==> src/rtl/tw_pkg.sv <==
package tw_pkg;

    localparam int PIN_N    = 5;
    localparam int PIN_CTL  = 0;
    localparam int PIN_DP   = 1;
    localparam int PIN_OBS  = 2;
    localparam int PIN_SRC  = 3;
    localparam int PIN_HOLD = 4;

    typedef enum logic [1:0] {
        TW_FUNC     = 2'd0,
        TW_CTL_TEST = 2'd1,
        TW_DP_TEST  = 2'd2
    } tw_mode_e;

    typedef struct packed {
        tw_mode_e mode;
        logic     obs_sel;
        logic     src_sel;
        logic     hold;
    } tw_dec_t;

endpackage

==> src/rtl/tw_mode_decode.sv <==
module tw_mode_decode
    import tw_pkg::*;
(
    input  logic [PIN_N-1:0] tpin,
    output tw_dec_t          dec
);

    tw_dec_t dec_d;

    always_comb begin
        dec_d = '0;
        unique case ({tpin[PIN_DP], tpin[PIN_CTL]})
            2'b01:   dec_d.mode = TW_CTL_TEST;
            2'b10:   dec_d.mode = TW_DP_TEST;
            default: dec_d.mode = TW_FUNC;
        endcase
        if (dec_d.mode != TW_FUNC) begin
            dec_d.obs_sel = tpin[PIN_OBS];
        end
        if (dec_d.mode == TW_CTL_TEST) begin
            dec_d.src_sel = tpin[PIN_SRC];
            dec_d.hold    = tpin[PIN_HOLD];
        end
    end

    assign dec = dec_d;

endmodule

==> src/rtl/tw_status_mux.sv <==
module tw_status_mux
    import tw_pkg::*;
#(
    parameter int PI_W = 8,
    parameter int SS_W = 4
) (
    input  tw_mode_e        mode,
    input  logic [PI_W-1:0] dp_pi,
    input  logic [SS_W-1:0] dp_ss,
    output logic [SS_W-1:0] ctl_si
);

    logic [SS_W-1:0] pi_slice;
    logic [SS_W-1:0] si_d;

    generate
        if (PI_W < SS_W) begin : g_bad_width
            $error("tw_status_mux: PI_W must be at least SS_W");
        end
    endgenerate

    assign pi_slice = dp_pi[SS_W-1:0];

    always_comb begin
        si_d = dp_ss;
        if (mode == TW_CTL_TEST) begin
            si_d = pi_slice;
        end
    end

    assign ctl_si = si_d;


    always_comb begin
        if (mode == TW_CTL_TEST) begin
            si_from_pi_chk: assert (ctl_si == dp_pi[SS_W-1:0])
                else $error("status input not taken from primary inputs");
        end
    end

endmodule

==> src/rtl/tw_ctl_mux.sv <==
module tw_ctl_mux
    import tw_pkg::*;
#(
    parameter int CS_W  = 6,
    parameter int ACS_W = 3
) (
    input  tw_mode_e         mode,
    input  logic [CS_W-1:0]  fsm_cs,
    input  logic [CS_W-1:0]  tpg_cs,
    input  logic [ACS_W-1:0] tpg_acs,
    output logic [CS_W-1:0]  dp_ci,
    output logic [ACS_W-1:0] dp_aci
);

    typedef struct packed {
        logic [CS_W-1:0]  ci;
        logic [ACS_W-1:0] aci;
    } ctl_t;

    ctl_t ctl_d;

    always_comb begin
        ctl_d.ci  = fsm_cs;
        ctl_d.aci = '0;
        if (mode == TW_DP_TEST) begin
            ctl_d.ci  = tpg_cs;
            ctl_d.aci = tpg_acs;
        end
    end

    assign dp_ci  = ctl_d.ci;
    assign dp_aci = ctl_d.aci;


    always_comb begin
        if (mode != TW_DP_TEST) begin
            dft_off_chk: assert (dp_aci == '0)
                else $error("test-only control active outside datapath test");
        end
    end


    always_comb begin
        if (mode == TW_DP_TEST) begin
            tpg_drive_chk: assert (dp_ci == tpg_cs && dp_aci == tpg_acs)
                else $error("datapath control not from test controller");
        end
    end

endmodule

==> src/rtl/tw_obs_mux.sv <==
module tw_obs_mux
    import tw_pkg::*;
#(
    parameter int PO_W = 8,
    parameter int CS_W = 6,
    parameter int SS_W = 4
) (
    input  tw_mode_e        mode,
    input  logic            obs_sel,
    input  logic [PO_W-1:0] dp_do,
    input  logic [CS_W-1:0] fsm_cs,
    input  logic [SS_W-1:0] dp_ss,
    output logic [PO_W-1:0] po
);

    localparam int CS_PAD = PO_W - CS_W;
    localparam int SS_PAD = PO_W - SS_W;

    logic [PO_W-1:0] cs_wide;
    logic [PO_W-1:0] ss_wide;
    logic [PO_W-1:0] po_d;

    generate
        if (CS_PAD < 0 || SS_PAD < 0) begin : g_bad_width
            $error("tw_obs_mux: PO_W must cover CS_W and SS_W");
        end
        if (CS_PAD > 0) begin : g_cs_pad
            assign cs_wide = {{CS_PAD{1'b0}}, fsm_cs};
        end else begin : g_cs_flat
            assign cs_wide = fsm_cs[PO_W-1:0];
        end
        if (SS_PAD > 0) begin : g_ss_pad
            assign ss_wide = {{SS_PAD{1'b0}}, dp_ss};
        end else begin : g_ss_flat
            assign ss_wide = dp_ss[PO_W-1:0];
        end
    endgenerate

    always_comb begin
        po_d = dp_do;
        if (obs_sel) begin
            unique case (mode)
                TW_CTL_TEST: po_d = cs_wide;
                TW_DP_TEST:  po_d = ss_wide;
                default:     po_d = dp_do;
            endcase
        end
    end

    assign po = po_d;


    always_comb begin
        if (mode == TW_FUNC) begin
            func_po_chk: assert (po == dp_do)
                else $error("primary outputs not transparent in functional mode");
        end
    end


    always_comb begin
        if (mode == TW_CTL_TEST && obs_sel) begin
            ctl_obs_chk: assert (po[CS_W-1:0] == fsm_cs)
                else $error("control word not visible on primary outputs");
        end
    end

endmodule

==> src/rtl/tw_test_wrapper.sv <==
module tw_test_wrapper
    import tw_pkg::*;
#(
    parameter int PI_W  = 8,
    parameter int PO_W  = 8,
    parameter int SS_W  = 4,
    parameter int CS_W  = 6,
    parameter int ACS_W = 3
) (
    input  logic [PIN_N-1:0] tpin,
    input  logic [PI_W-1:0]  dp_pi,
    input  logic [CS_W-1:0]  fsm_cs,
    input  logic [CS_W-1:0]  tpg_cs,
    input  logic [ACS_W-1:0] tpg_acs,
    input  logic [SS_W-1:0]  dp_ss,
    input  logic [PO_W-1:0]  dp_do,
    output logic [SS_W-1:0]  ctl_si,
    output logic [CS_W-1:0]  dp_ci,
    output logic [ACS_W-1:0] dp_aci,
    output logic [PO_W-1:0]  po,
    output logic             ctl_src_sel,
    output logic             ctl_hold
);

    tw_dec_t dec;

    tw_mode_decode u_dec (
        .tpin (tpin),
        .dec  (dec)
    );

    tw_status_mux #(.PI_W(PI_W), .SS_W(SS_W)) u_si (
        .mode   (dec.mode),
        .dp_pi  (dp_pi),
        .dp_ss  (dp_ss),
        .ctl_si (ctl_si)
    );

    tw_ctl_mux #(.CS_W(CS_W), .ACS_W(ACS_W)) u_ci (
        .mode    (dec.mode),
        .fsm_cs  (fsm_cs),
        .tpg_cs  (tpg_cs),
        .tpg_acs (tpg_acs),
        .dp_ci   (dp_ci),
        .dp_aci  (dp_aci)
    );

    tw_obs_mux #(.PO_W(PO_W), .CS_W(CS_W), .SS_W(SS_W)) u_po (
        .mode    (dec.mode),
        .obs_sel (dec.obs_sel),
        .dp_do   (dp_do),
        .fsm_cs  (fsm_cs),
        .dp_ss   (dp_ss),
        .po      (po)
    );

    assign ctl_src_sel = dec.src_sel;
    assign ctl_hold    = dec.hold;


    always_comb begin
        if (tpin[PIN_CTL] && tpin[PIN_DP]) begin
            both_pins_func_chk: assert (dp_ci == fsm_cs && ctl_si == dp_ss && po == dp_do)
                else $error("both test pins set but wrapper not functional");
        end
    end


    always_comb begin
        if (!(tpin[PIN_CTL] && !tpin[PIN_DP])) begin
            ctl_pins_gate_chk: assert (!ctl_src_sel && !ctl_hold)
                else $error("state-register controls leak outside controller test");
        end
    end

endmodule

==> config.mk <==
export PLATFORM = sky130hd
export DESIGN_NAME = tw_test_wrapper
export DESIGN_NICKNAME = d
export VERILOG_FILES = /design/src/rtl/tw_pkg.sv /design/src/rtl/tw_mode_decode.sv /design/src/rtl/tw_status_mux.sv /design/src/rtl/tw_ctl_mux.sv /design/src/rtl/tw_obs_mux.sv /design/src/rtl/tw_test_wrapper.sv
export SDC_FILE = /design/constraint.sdc
export NUM_CORES = 1
export LEC_CHECK = 0
export ABC_AREA = 1
export BUFFER_PORTS_ARGS = -buffer_cell sky130_fd_sc_hd__buf_2
export CAP_MARGIN = 20
export CELL_PAD_IN_SITES_DETAIL_PLACEMENT = 0
export CELL_PAD_IN_SITES_GLOBAL_PLACEMENT = 1
export CORE_ASPECT_RATIO = 0.5
export CORE_MARGIN = 5
export CORE_UTILIZATION = 15
export DETAILED_ROUTE_END_ITERATION = 8
export GPL_ROUTABILITY_DRIVEN = 0
export PLACE_DENSITY = 0.78
export SYNTH_ARGS = -nofsm -noshare
export SYNTH_HDL_FRONTEND = slang
export SYNTH_SLANG_ARGS = --single-unit
==> constraint.sdc <==
create_clock -name vclk -period 0.95
set_clock_uncertainty 0.15 [all_clocks]
set_input_delay 0.1425 -clock vclk [all_inputs]
set_output_delay 0.1425 -clock vclk [all_outputs]
set_load 0.05 [all_outputs]
==> results.sh <==
export IMPL_status="finished with violations"
export IMPL_violations="negative setup slack"
export IMPL_ant_nets=0
export IMPL_via_per_inst=3.79
export IMPL_fmax_mhz=754
export IMPL_irDropWorstVdd_uv=302
export IMPL_vias=713
export IMPL_grt_pass1_wl_um=3260
export IMPL_area_growth_pct=224
export IMPL_leakagePower_nw=0.678
export IMPL_wl_per_cell_um=10.7
export IMPL_finalSetupViolations=23
export IMPL_grt_max_degree=14
export IMPL_crit_path_start_kind="primary input"
export IMPL_drv_cap=0
export IMPL_drtIter0Drc=20
export IMPL_ys_warn_count=0
export IMPL_synthDominantCellAreaShare_pct=23.8
export IMPL_hold_ws_ns=0.467
export IMPL_critPathMaxFanout=8
export IMPL_crit_top_cell="buf_6"
export IMPL_crit_path_end_kind="output port"
export IMPL_postCtsHoldBufs=0
export IMPL_hpwl_um=1630
export IMPL_period_needed_ns=1.33
export IMPL_synth_cells=86
export IMPL_seq_cell_count=0
export IMPL_coreArea_um2=2650
export IMPL_slew_limit_headroom_pct=86.3
export IMPL_worst_pin_slew_ns=0.204
export IMPL_diodes=0
export IMPL_slowest_delay_ns=0.21
export IMPL_crit_arrival_ns=1.03
export IMPL_yosys_top_cells_area="nand2_1, inv_1, nor2_1"
export IMPL_crit_path_end="dp_ci[5]"
export IMPL_crit_chain="buf_12 -> ha_4 -> buf_6 -> buf_6 -> o21ai_4 -> buf_8"
export IMPL_regArea_um2=0
export IMPL_layout_drive_gt1_share_pct=78.8
export IMPL_hp_class="primary input to output port"
export IMPL_globalRouteOverflowTotal=0
export IMPL_fillers=255
export IMPL_drt_pass1_iterations=2
export IMPL_worstPathRequired_ns=0.66
export IMPL_wl_um=2020
export IMPL_clkbuf_count=0
export IMPL_fin_cells=188
export IMPL_ios=63
export IMPL_dpl_cell_area_um2=1060
export IMPL_min_period_over_period_pct=140
export IMPL_cp_slowest_cell="ha_4"
export IMPL_syn_area_um2=425
export IMPL_final_core_util_pct=52.1
export IMPL_synth_nets=128
export IMPL_final_nets=195
export IMPL_finalMaxSlewViolations=0
export IMPL_drc=0
export IMPL_io_buffer_count=59
export IMPL_hold_viol_final=0
export IMPL_fin_ws_ns=-0.377
export IMPL_track_usage_pct=9.83
export IMPL_dp_cells=184
export IMPL_yosysSeqAreaShare_pct=0
export IMPL_die_w_um=85.3
export IMPL_yosysUniqueCellTypes=12
export IMPL_avgSynthCellArea_um2=4.95
export IMPL_cp_startpoint="tpin[1]"
export IMPL_design_area_um2=1380
export IMPL_grt_setup_unrepaired="yes"
export IMPL_yosys_area_top_type="nand2_1"
export IMPL_initial_core_util_pct=16.0
export IMPL_row_count=13
export IMPL_fp_dieH_um=47.7
export IMPL_path_class="primary input to output port"
export IMPL_antenna_found_initial=0
export IMPL_dieArea_um2=4070
export IMPL_p_per_area_nw_per_um2=715
export IMPL_first_global_vias=708
where the power goes:
group	switching (W)	total (W)	internal, W	leakage [nW]
registers	0	0	0	0
clock network	0	0	0	0
logic	0.000574	0.000986	0.000412	0.678
cells in the mapped netlist:
cell	n
nand2_1	27
inv_2	1
inv_1	20
nor2_4	1
o21ai_2	6
buf_8	1
buf_2	1
nand2_2	5
ha_1	2
o21ai_1	6
buf_6	2
nor2_1	14
area by class of cell:
class	instances	area (um^2)	share of cell area (%)
inverters	21	120	8.70
multi-input cells	61	598	43.3
well taps	37	46.3	3.35
repair buffers	69	616	44.6
critical path, delay by kind of cell:
family | cells | cell delay [ns]
AO/OA/AOI/OAI | 1 | 0.12
adder cells (fa/ha/maj) | 1 | 0.21
buffers and inverters | 4 | 0.54
per-layer routing:
layer | track usage [%] | up-vias | share of wire, %
li1 | - | 379 | -
met3 | 0.344 | 0 | 4.8
met4 | 0.946 | 0 | 0
met2 | 21.1 | 15 | 60
met1 | 11.7 | 319 | 35
met5 | 0 | - | 0
what timing repair did:
item,in CTS,in global routing
pin swaps,13,1
buffers inserted,4,0
resized for setup,80,6
setup endpoints to repair,23,23
per-stage QoR:
stage | total power (W) | worst slack [ns] | setup TNS [ns]
after floorplan | 0.000591 | -0.261 | -4.91
after global placement | 0.000774 | -0.570 | -11.17
after detailed placement | 0.000781 | -0.597 | -11.40
after CTS | 0.000974 | -0.372 | -7.06
after global routing | 0.00104 | -0.420 | -7.91
final | 0.000986 | -0.377 | -7.04
cells by family (layout without fill, tap and decap cells):
| kind of cell | Yosys count | in the layout | synth area share (%) |
|---|---|---|---|
| buf+inv | 25 | 90 | 28.5 |
| fa+ha+maj | 2 | 2 | 5.88 |
| simple gates | 47 | 47 | 46.2 |
| compound gates | 12 | 12 | 19.4 |
layout by cell type, fill, tap and decap left out:
master      synthesis  layout
nand2_2             5       6
nand2_8             0       1
o21ai_2             6       1
inv_8               0       1
buf_4               0       1
buf_12              0       2
nor2_1             14       3
nor2_4              1      11
nor2_2              0       1
inv_1              20      13
o21ai_4             0      11
buf_8               1      10
inv_12              0       1
nand2_1            27      16
buf_2               1      34
nand2_4             0       9
inv_4               0       1
clkinvlp_4          0       5
buf_6               2      22
ha_4                0       2
worst min-delay path by stage:
stage,from,to,depth (start not counted)
floorplan,dp_do[7],po[7],2
finish,tpg_cs[3],dp_ci[3],4
global route,tpg_cs[3],dp_ci[3],4
global placement,dp_do[7],po[7],4
detailed placement,dp_do[7],po[7],4
CTS,dp_do[7],po[7],4
No activity file was read; power rests on OpenSTA's default activity.
